--- config.mk ---
export PLATFORM = sky130hd
export DESIGN_NAME = adcdac_bridge
export DESIGN_NICKNAME = d
export VERILOG_FILES = /design/src/rtl/adcdac_pkg.sv /design/src/rtl/adcdac_decode.sv /design/src/rtl/adcdac_sequencer.sv /design/src/rtl/adcdac_ctrl_regs.sv /design/src/rtl/adcdac_bridge.sv
export SDC_FILE = /design/constraint.sdc
export NUM_CORES = 1
export LEC_CHECK = 0
export BUFFER_PORTS_ARGS = -buffer_cell sky130_fd_sc_hd__buf_2
export CORE_MARGIN = 4
export CORE_UTILIZATION = 42
export CTS_CLUSTER_DIAMETER = 80
export DETAILED_ROUTE_END_ITERATION = 16
export PLACE_DENSITY = 0.91
export SKIP_CTS_REPAIR_TIMING = 1
export SLEW_MARGIN = 15
export SYNTH_ARGS = -nofsm -noshare
export SYNTH_HDL_FRONTEND = slang
export SYNTH_SLANG_ARGS = --single-unit
--- constraint.sdc ---
create_clock -name clk -period 2.3 [get_ports clk]
set_input_delay 0.345 -clock clk [delete_from_list [all_inputs] [get_ports clk]]
set_output_delay 0.345 -clock clk [all_outputs]
set_load 0.01 [all_outputs]
--- src/rtl/adcdac_pkg.sv ---
package adcdac_pkg;

   // kind of bus access after decoding
   typedef enum logic [1:0] {
      ACC_NONE   = 2'd0,
      ACC_STATUS = 2'd1,
      ACC_CLEAR  = 2'd2,
      ACC_CONV   = 2'd3
   } acc_kind_t;

   // top address field selects one of four regions
   typedef enum logic [1:0] {
      RGN_CTRL = 2'd0,
      RGN_ADC1 = 2'd1,
      RGN_ADC2 = 2'd2,
      RGN_DAC  = 2'd3
   } region_t;

   typedef enum logic {
      SEQ_IDLE = 1'b0,
      SEQ_BUSY = 1'b1
   } seq_state_t;

   localparam int NUM_DEV  = 3;
   localparam int DEV_ADC1 = 0;
   localparam int DEV_ADC2 = 1;
   localparam int DEV_DAC  = 2;
   localparam int NUM_BUSY = 2;

endpackage

--- src/rtl/adcdac_decode.sv ---
module adcdac_decode
   import adcdac_pkg::*;
#(
   parameter int ADDR_W     = 22,
   parameter int REGION_LSB = 20
) (
   input  logic [ADDR_W-1:0]  addr,
   input  logic               write,
   output acc_kind_t          kind,
   output logic [NUM_DEV-1:0] dev_sel,
   output logic               dac_chan
);

   localparam int WORD_W  = REGION_LSB - 2;
   localparam int TOP_LSB = REGION_LSB + 2;

   logic              high_zero;
   logic              aligned;
   region_t           region;
   logic [WORD_W-1:0] word;

   // bits above the region field, if any, must be zero
   generate
      if (ADDR_W > TOP_LSB) begin : g_high
         assign high_zero = ~|addr[ADDR_W-1:TOP_LSB];
      end else begin : g_nohigh
         assign high_zero = 1'b1;
      end
   endgenerate

   assign aligned = (addr[1:0] == 2'b00);
   assign region  = region_t'(addr[REGION_LSB+1:REGION_LSB]);
   assign word    = addr[REGION_LSB-1:2];

   always_comb begin
      kind     = ACC_NONE;
      dev_sel  = '0;
      dac_chan = 1'b0;
      if (high_zero && aligned) begin
         case (region)
            RGN_CTRL: begin
               if (word == '0 && !write)
                  kind = ACC_STATUS;
               else if (word == WORD_W'(1))
                  kind = ACC_CLEAR;
            end
            RGN_ADC1: begin
               if (word == '0 && !write) begin
                  kind              = ACC_CONV;
                  dev_sel[DEV_ADC1] = 1'b1;
               end
            end
            RGN_ADC2: begin
               if (word == '0 && !write) begin
                  kind              = ACC_CONV;
                  dev_sel[DEV_ADC2] = 1'b1;
               end
            end
            RGN_DAC: begin
               if (write && (word == '0 || word == WORD_W'(1))) begin
                  kind             = ACC_CONV;
                  dev_sel[DEV_DAC] = 1'b1;
                  dac_chan         = word[0];
               end
            end
            default: kind = ACC_NONE;
         endcase
      end
   end

endmodule

--- src/rtl/adcdac_sequencer.sv ---
module adcdac_sequencer
   import adcdac_pkg::*;
#(
   parameter int BASE_CYCLES = 4,
   parameter int EXTRA_WAIT  = 3,
   parameter int SAMPLE_W    = 16
) (
   input  logic                clk,
   input  logic                rst_n,
   input  logic                start_req,
   input  logic [NUM_DEV-1:0]  dev_sel_in,
   input  logic                write_in,
   input  logic                chan_in,
   input  logic [SAMPLE_W-1:0] wdata_in,
   output logic                done,
   output logic                active,
   output logic [NUM_DEV-1:0]  dev_q,
   output logic [NUM_DEV-1:0]  cs_n,
   output logic                rd_n,
   output logic                wr_n,
   output logic                dac_chan,
   output logic [SAMPLE_W-1:0] dac_data
);

   localparam int LONG_CYCLES = BASE_CYCLES + EXTRA_WAIT;
   localparam int CNT_W       = $clog2(LONG_CYCLES + 1);
   localparam logic [CNT_W-1:0] SHORT_LAST = CNT_W'(BASE_CYCLES - 1);
   localparam logic [CNT_W-1:0] LONG_LAST  = CNT_W'(LONG_CYCLES - 1);

   seq_state_t       state;
   logic [CNT_W-1:0] cnt;
   logic [CNT_W-1:0] last_q;
   logic             chain_q;
   logic             write_q;

   assign active = (state == SEQ_BUSY);
   assign done   = active && (cnt == last_q);

   always_ff @(posedge clk or negedge rst_n) begin
      if (!rst_n) begin
         state    <= SEQ_IDLE;
         cnt      <= '0;
         last_q   <= SHORT_LAST;
         chain_q  <= 1'b0;
         write_q  <= 1'b0;
         dev_q    <= '0;
         dac_chan <= 1'b0;
         dac_data <= '0;
      end else begin
         case (state)
            SEQ_IDLE: begin
               chain_q <= 1'b0;
               if (start_req) begin
                  state   <= SEQ_BUSY;
                  cnt     <= CNT_W'(1);
                  last_q  <= chain_q ? LONG_LAST : SHORT_LAST;
                  dev_q   <= dev_sel_in;
                  write_q <= write_in;
                  if (write_in) begin
                     dac_chan <= chan_in;
                     dac_data <= wdata_in;
                  end
               end
            end
            SEQ_BUSY: begin
               if (done) begin
                  state   <= SEQ_IDLE;
                  cnt     <= '0;
                  chain_q <= 1'b1;
               end else begin
                  cnt <= cnt + CNT_W'(1);
               end
            end
            default: state <= SEQ_IDLE;
         endcase
      end
   end

   // one select per device, active only while the access runs
   genvar gi;
   generate
      for (gi = 0; gi < NUM_DEV; gi++) begin : g_cs
         assign cs_n[gi] = ~(active & dev_q[gi]);
      end
   endgenerate

   assign rd_n = ~(active & ~write_q);
   assign wr_n = ~(active & write_q);

endmodule

--- src/rtl/adcdac_ctrl_regs.sv ---
module adcdac_ctrl_regs
   import adcdac_pkg::*;
#(
   parameter int BUS_W = 16
) (
   input  logic                clk,
   input  logic                rst_n,
   input  logic                clr_we,
   input  logic                clr_wbit,
   input  logic [NUM_BUSY-1:0] busy_in,
   output logic                clr_q,
   output logic [BUS_W-1:0]    status_word,
   output logic [BUS_W-1:0]    clr_word
);

   always_ff @(posedge clk or negedge rst_n) begin
      if (!rst_n)
         clr_q <= 1'b0;
      else if (clr_we)
         clr_q <= clr_wbit;
   end

   assign status_word = BUS_W'(busy_in);
   assign clr_word    = BUS_W'(clr_q);

endmodule

--- src/rtl/adcdac_bridge.sv ---
module adcdac_bridge
   import adcdac_pkg::*;
#(
   parameter int ADDR_W      = 22,
   parameter int REGION_LSB  = 20,
   parameter int BUS_W       = 16,
   parameter int SAMPLE_W    = 16,
   parameter int BASE_CYCLES = 4,
   parameter int EXTRA_WAIT  = 3
) (
   input  logic                clk,
   input  logic                rst_n,
   input  logic                bus_req,
   input  logic                bus_write,
   input  logic [ADDR_W-1:0]   bus_addr,
   input  logic [BUS_W-1:0]    bus_wdata,
   output logic [BUS_W-1:0]    bus_rdata,
   output logic                bus_ready,
   input  logic [NUM_BUSY-1:0] adc_busy,
   input  logic [SAMPLE_W-1:0] adc1_data,
   input  logic [SAMPLE_W-1:0] adc2_data,
   output logic [1:0]          adc_cs_n,
   output logic                dac_cs_n,
   output logic                conv_rd_n,
   output logic                conv_wr_n,
   output logic                dac_chan_sel,
   output logic [SAMPLE_W-1:0] dac_data,
   output logic                dac_clr_n
);

   // elaboration-time parameter checks
   generate
      if (BASE_CYCLES < 2) begin : g_bad_base
         $error("BASE_CYCLES must be at least 2");
      end
      if (EXTRA_WAIT < 0) begin : g_bad_extra
         $error("EXTRA_WAIT must not be negative");
      end
      if (SAMPLE_W > BUS_W) begin : g_bad_width
         $error("SAMPLE_W must fit in BUS_W");
      end
      if (REGION_LSB < 3 || ADDR_W < REGION_LSB + 2) begin : g_bad_addr
         $error("address window too small for region decode");
      end
   endgenerate

   acc_kind_t          kind;
   logic [NUM_DEV-1:0] dev_sel;
   logic               dec_chan;
   logic               seq_done;
   logic               seq_active;
   logic [NUM_DEV-1:0] seq_dev_q;
   logic [NUM_DEV-1:0] seq_cs_n;
   logic               reg_ready;
   logic               conv_start;
   logic               clr_we;
   logic               clr_q;
   logic [BUS_W-1:0]   status_word;
   logic [BUS_W-1:0]   clr_word;
   logic [SAMPLE_W-1:0] adc_pick;
   logic [BUS_W-1:0]   adc_ext;

   adcdac_decode #(
      .ADDR_W     (ADDR_W),
      .REGION_LSB (REGION_LSB)
   ) u_decode (
      .addr     (bus_addr),
      .write    (bus_write),
      .kind     (kind),
      .dev_sel  (dev_sel),
      .dac_chan (dec_chan)
   );

   assign conv_start = bus_req && !seq_active && (kind == ACC_CONV);
   assign reg_ready  = bus_req && !seq_active && (kind != ACC_CONV);
   assign clr_we     = reg_ready && bus_write && (kind == ACC_CLEAR);

   adcdac_sequencer #(
      .BASE_CYCLES (BASE_CYCLES),
      .EXTRA_WAIT  (EXTRA_WAIT),
      .SAMPLE_W    (SAMPLE_W)
   ) u_seq (
      .clk        (clk),
      .rst_n      (rst_n),
      .start_req  (conv_start),
      .dev_sel_in (dev_sel),
      .write_in   (bus_write),
      .chan_in    (dec_chan),
      .wdata_in   (bus_wdata[SAMPLE_W-1:0]),
      .done       (seq_done),
      .active     (seq_active),
      .dev_q      (seq_dev_q),
      .cs_n       (seq_cs_n),
      .rd_n       (conv_rd_n),
      .wr_n       (conv_wr_n),
      .dac_chan   (dac_chan_sel),
      .dac_data   (dac_data)
   );

   adcdac_ctrl_regs #(
      .BUS_W (BUS_W)
   ) u_regs (
      .clk         (clk),
      .rst_n       (rst_n),
      .clr_we      (clr_we),
      .clr_wbit    (bus_wdata[0]),
      .busy_in     (adc_busy),
      .clr_q       (clr_q),
      .status_word (status_word),
      .clr_word    (clr_word)
   );

   assign adc_pick = seq_dev_q[DEV_ADC2] ? adc2_data : adc1_data;

   generate
      if (BUS_W > SAMPLE_W) begin : g_ext
         assign adc_ext = {{(BUS_W-SAMPLE_W){1'b0}}, adc_pick};
      end else begin : g_noext
         assign adc_ext = adc_pick;
      end
   endgenerate

   always_comb begin
      bus_rdata = '0;
      if (seq_done && !seq_dev_q[DEV_DAC]) begin
         bus_rdata = adc_ext;
      end else if (reg_ready && !bus_write) begin
         if (kind == ACC_STATUS)
            bus_rdata = status_word;
         else if (kind == ACC_CLEAR)
            bus_rdata = clr_word;
      end
   end

   assign bus_ready = seq_done | reg_ready;
   assign adc_cs_n  = seq_cs_n[DEV_ADC2:DEV_ADC1];
   assign dac_cs_n  = seq_cs_n[DEV_DAC];
   assign dac_clr_n = clr_q;

endmodule

-- After elaboration in Yosys (flattened, before gate mapping)
Cells that the tools add are included.
- reduce and logical (&&, ||, !) cells: 20
- add/sub/neg operators: 1
- eq/ne operators: 11
- muxes and demuxes: 29
- bitwise operators: 13
- operator list (kind ; count):
    $mux W16 ; 2
    $eq A18 B1 Y1 const B ; 1
    $logic_not A18 Y1 ; 1
    $mux W2 ; 7
    $mux W1 ; 12
    $mux W3 ; 4
    $logic_and A1 B1 Y1 ; 10
    $eq A2 B2 Y1 const B ; 4
    $not A1 Y1 ; 7
    $ne A2 B2 Y1 const B ; 3
    $pmux W2 S3 ; 1
    $pmux W3 S2 ; 1
    $and A1 B1 Y1 ; 5
    $eq A2 B1 Y1 const B ; 2
    $logic_not A2 Y1 ; 2
    $pmux W1 S2 ; 2
    $add A3 B1 Y3 const B ; 1
    $eq A3 B3 Y1 ; 1
    $logic_not A1 Y1 ; 3
    $reduce_and A3 Y1 ; 1
    $reduce_and A2 Y1 ; 1
    $reduce_or A2 Y1 ; 1
    $logic_or A1 B1 Y1 ; 1
    $or A1 B1 Y1 ; 1
- register bits after elaboration: 30
- output and inout bits: 40
- input bits: 76
- logic and storage cells: 83

-- Longest topological paths before layout
- depth in word-level cells: 11
- depth in mapped cells: 7
- mapped depth without buffers: 6

-- Cells and area by module
Synthesis repeated with hierarchy kept, for this count alone.
- cells, all modules: 212
- area, all modules: 2265.9 um^2
- modules (own cells, without submodules) (module ; area an instance (um^2) ; cells each ; sequential area each (um^2) ; instances):
    adcdac_sequencer ; 1181.1 ; 80 ; 701.9 ; 1
    adcdac_bridge ; 600.6 ; 66 ; 0.0 ; 1
    adcdac_ctrl_regs ; 284.0 ; 35 ; 25.0 ; 1
    adcdac_decode ; 200.2 ; 31 ; 0.0 ; 1

-- Worst setup path after synthesis
Ideal clock, no wire load.
- path type: in2reg
- start point: input bus_addr[20]
- end point: register u_seq.dev_q[2]
- required time: 2175 ps
- setup slack: 229 ps
- data arrival time: 1946 ps
- library setup time: 125 ps
- path buffers: 1
- stages: 7
- cells stage by stage: inv_1 > ha_1 > or3b_2 > a21oi_1 > and3_1 > buf_2 > mux2_2
- cells in the longest elaborated chain, start to end: 7
- elaborated cells on any way between the ends: 12
- those cells by class: eq/ne (4); mux (4); reduce/logical (4)
- RTL lines (what ; line ; text):
    start: declaration ; adcdac_bridge.sv:15 ; input logic [ADDR_W-1:0] bus_addr,
    $eq A2 B1 Y1 or $eq A2 B2 Y1 (tied branches) ; adcdac_decode.sv:40 ; case (region)
    $reduce_or A2 Y1 (no source line) ; - ;
    $pmux W2 S3 ; adcdac_decode.sv:40 ;
    $mux W2 ; adcdac_decode.sv:39 ; if (high_zero && aligned) begin
    $eq A2 B2 Y1 ; adcdac_bridge.sv:74 ; assign conv_start = bus_req && !seq_active && (kind == ACC_CONV);
    $logic_and A1 B1 Y1 ; adcdac_bridge.sv:74 ;
    $reduce_and A2 Y1 (no source line) ; - ;
    end signal: assignment ; adcdac_sequencer.sv:57 ; dev_q <= dev_sel_in;
    end: declaration ; adcdac_sequencer.sv:17 ; output logic [NUM_DEV-1:0] dev_q,
Parallel ways exist; a longest one is shown, timed or not.
A chain may end at the register's enable or synchronous reset.

-- Worst setup path after layout
- start point: input bus_addr[20]
- end point: output bus_ready
- cells in the longest elaborated chain, start to end: 7
- elaborated cells on any way between the ends: 10
- those cells by class: eq/ne (4); mux (2); bitwise (1); reduce/logical (3)
- RTL lines (what ; line ; text):
    $eq A2 B1 Y1 or $eq A2 B2 Y1 (tied branches) ; adcdac_decode.sv:40 ;
    $reduce_or A2 Y1 (no source line) ; - ;
    $pmux W2 S3 (*) ; adcdac_decode.sv:40 ;
    $mux W2 (*) ; adcdac_decode.sv:39 ;
    $ne A2 B2 Y1 (*) ; adcdac_bridge.sv:75 ; assign reg_ready = bus_req && !seq_active && (kind != ACC_CONV);
    $logic_and A1 B1 Y1 (*) ; adcdac_bridge.sv:75 ;
    $or A1 B1 Y1 (*) ; adcdac_bridge.sv:135 ; assign bus_ready = seq_done | reg_ready;
    end: declaration ; adcdac_bridge.sv:18 ; output logic bus_ready,
Every way passes the cells marked *; elsewhere a longest branch is shown, timed or not.

==> metrics.md <==
| Metric | Value |
|---|---|
| Status | complete, no violations |
| Critical Path AT | 1.87 ns |
| RR Endpoint | u_seq.last_q[2] |
| VDD IR max | 0.1729 mV |
| WL per Instance | 14.11 microns |
| Crit path to | bus_ready |
| CTS sink cnt | 29 |
| Num rows | 23 |
| Cells along the critical path | buf_2 -> inv_1 -> ha_1 -> or3b_2 -> a21oi_4 -> nand3_1 -> a22o_1 -> buf_2 |
| Total of max-cap violations | 0 |
| Die height | 72.44 microns |
| CTS max path bufs | 2 |
| YS warnings | 0 |
| Die area | 5248 sq um |
| Layout Skew | 0.005887 ns |
| Clk root buf | clkbuf_8 |
| Max stage delay on crit path | 0.48 ns |
| Post-route minimum period | 2.215 ns |
| CORE AREA | 4000 sq um |
| Critical path's most frequent cell | buf_2 |
| CP startpoint | bus_addr[20] |
| Fmax | 451.5 MHz |
| Routed wire length | 4672 microns |
| Mapped Cells | 159 |
| P&R area growth vs syn | 43.04% |
| Chip width | 72.44 microns |
| RSZ-0062 raised after global routing | false |
| Port bufs | 115 |
| Final hold vios | 0 |
| FF-to-FF Start | u_seq.active |
| Startpoint types | input pin |
| Pwr Density | 414.0 nW/um^2 |
| # IOs | 116 |
| Most common cell after layout, fill and taps aside | buf_2 |
| Total CTS buffers | 5 |
| Cells on worst reg2reg path | 4 |
| Part of the Yosys area used for sequential elements | 0.4168 |
| # DRC | 0 |
| Setup TNS | 0 ns |
| Reg-to-reg slack, setup | 0.51 ns |
| Top cell type by total area after synthesis | dfrtp_1 |
| Initial core utilization | 0.4360 |
| Yosys cell types | 37 |
| Final Instance Area | 2495 sq um |
| Nets | 362 |
| Post-route ant nets | 0 |
| Most frequent cells in the layout | buf_2, dfrtp_1, mux2i_1 |
| Top post-synthesis cells by area | dfrtp_1, mux2i_1, mux2_4 |
| Post-DP Area | 2396 sq um |
| Synthesized flop and latch total | 29 |
| GP Congestion | 0.8256 |
| Worst-skew pair later-pin latency | 0.28 ns |
| CTS tree | yes |
| Largest net degree at the start of global routing | 30 |
| Layout cells sized above 1 | 0.5587 |
| Setup Crit Path Kind | input pin to output port |
| Period Utilization, post-route | 0.9630 |
| Final setup violation count | 0 |
| Syn_area_per_cell | 10.97 sq um |
| Critical Path Slowest Stage Cell | or3b_2 |
| Minimum hold slack | 0.07871 ns |
| Vias/cell | 5.015 |
| Post-DP HPWL | 3765 microns |
| Worst-Margin Slew | 0.6078 ns |
| Worst min path class | input pin to async pin |
| GRT overflow | 0 |
| ANT cells | 0 |
| Max FO, Critical Path | 3 |
| DRT iter0 DRCs | 60 |
| GRT Total Usage | 0.1780 |
| Drt pass-1 iters | 4 |
| Syn_nets | 240 |
| Power Total | 1.033 mW |
| Antenna violations before repair | 0 |
| Crit path required time | 1.96 ns |
| Final Max Slew Viols | 0 |
| Vias in the first global route | 1622 |
| H-tree depth | 2 |
| Via count | 1660 |
| Post-synth top area share | 0.4017 |
| Util after Layout | 0.6237 |
| Leakage | 1.483 nW |
| Clock transition at path regs | 0.05 ns |
| Post-synth design cell area | 1744 sq um |
| First-pass GRT wire length | 7238 microns |
| Crit. End Element | output port |
| Rel. slew slack | 0.5948 |
[worst min-delay path by stage]
stage | start | endpoint | cells after the start
6_report | rst_n | u_seq.dac_data[7] | 1
5_1_grt | rst_n | u_seq.dac_data[1] | 1
4_1_cts | rst_n | u_seq.cnt[1] | 1
3_5_place_dp | rst_n | u_seq.dac_data[6] | 1
3_3_place_gp | rst_n | u_seq.dac_data[5] | 1
2_1_floorplan | rst_n | u_regs.clr_q | 0
[cell families after synthesis]
| logic type | Yosys count | share of synthesized area |
|---|---|---|
| simple gates | 57 | 0.1793 |
| mux | 41 | 0.2697 |
| flops | 29 | 0.4168 |
| buf+inv | 13 | 0.04232 |
| compound gates | 12 | 0.04591 |
| fa+ha+maj | 5 | 0.03587 |
| xor+xnor | 2 | 0.01004 |
[flip-flops by register name, summed over array words and instances, names as in the netlist]
register,flops
u_seq.dev_q,3
u_regs.clr_q,1
u_seq.last_q,2
u_seq.write_q,1
u_seq.chain_q,1
u_seq.cnt,3
u_seq.dac_data,16
u_seq.active,1
u_seq.dac_chan,1
[area by class of cell]
class	instances	area, sq um
clock buffers	7	86.33
fillers	337	1505
inverters	6	22.52
multi-input cells	117	955.9
flip-flops and latches	29	726.9
well taps	50	62.56
repair buffers	122	640.6
[layer usage]
metal,GRT usage,part of all wire
met3,0.06510,0.10
met2,0.2861,0.50
met1,0.2105,0.38
met4,0.08607,0.018
met5,0,0
[report_power, final]
part | internal (mW) | switching [mW] | leakage (nW)
registers | 0.511 | 0.0000375 | 0.376
logic | 0.0627 | 0.0500 | 1.06
clock network | 0.236 | 0.173 | 0.0443
[through the flow]
| step | std cells | worst slack (ns) |
|---|---|---|
| final | 331 | 0.08513 |
| after detailed placement | 324 | -0.01112 |
| after floorplan | 159 | 0.2287 |
| after global placement | 324 | 0.06812 |
| after CTS | 331 | 0.004358 |
| after global routing | 331 | 0.007200 |
[critical path: cells and delay by family]
family | cells | cell delay [ns]
and+or+nand+nor | 2 | 0.58
AOI/OAI and AO/OA | 2 | 0.38
buffers and inverters | 3 | 0.30
adders and majority gates | 1 | 0.26
[synth_stat cells (all sizes together)]
cell / instances
a21o: 1
a21oi: 1
a22o: 1
a41o: 1
and3: 3
and4: 1
and4b: 1
buf: 3
clkbuf: 4
dfrtp: 28
dfstp: 1
ha: 5
inv: 6
mux2: 21
mux2i: 20
nand2: 10
nand2b: 3
nand3: 5
nand4: 1
nor2: 18
nor2b: 4
nor3: 1
nor3b: 1
nor4: 2
o211ai: 1
o21a: 2
o21ai: 4
o22ai: 1
or2: 1
or3: 1
or3b: 1
or4: 4
xnor2: 2
Note: power is estimated with default switching activity, not from simulation.
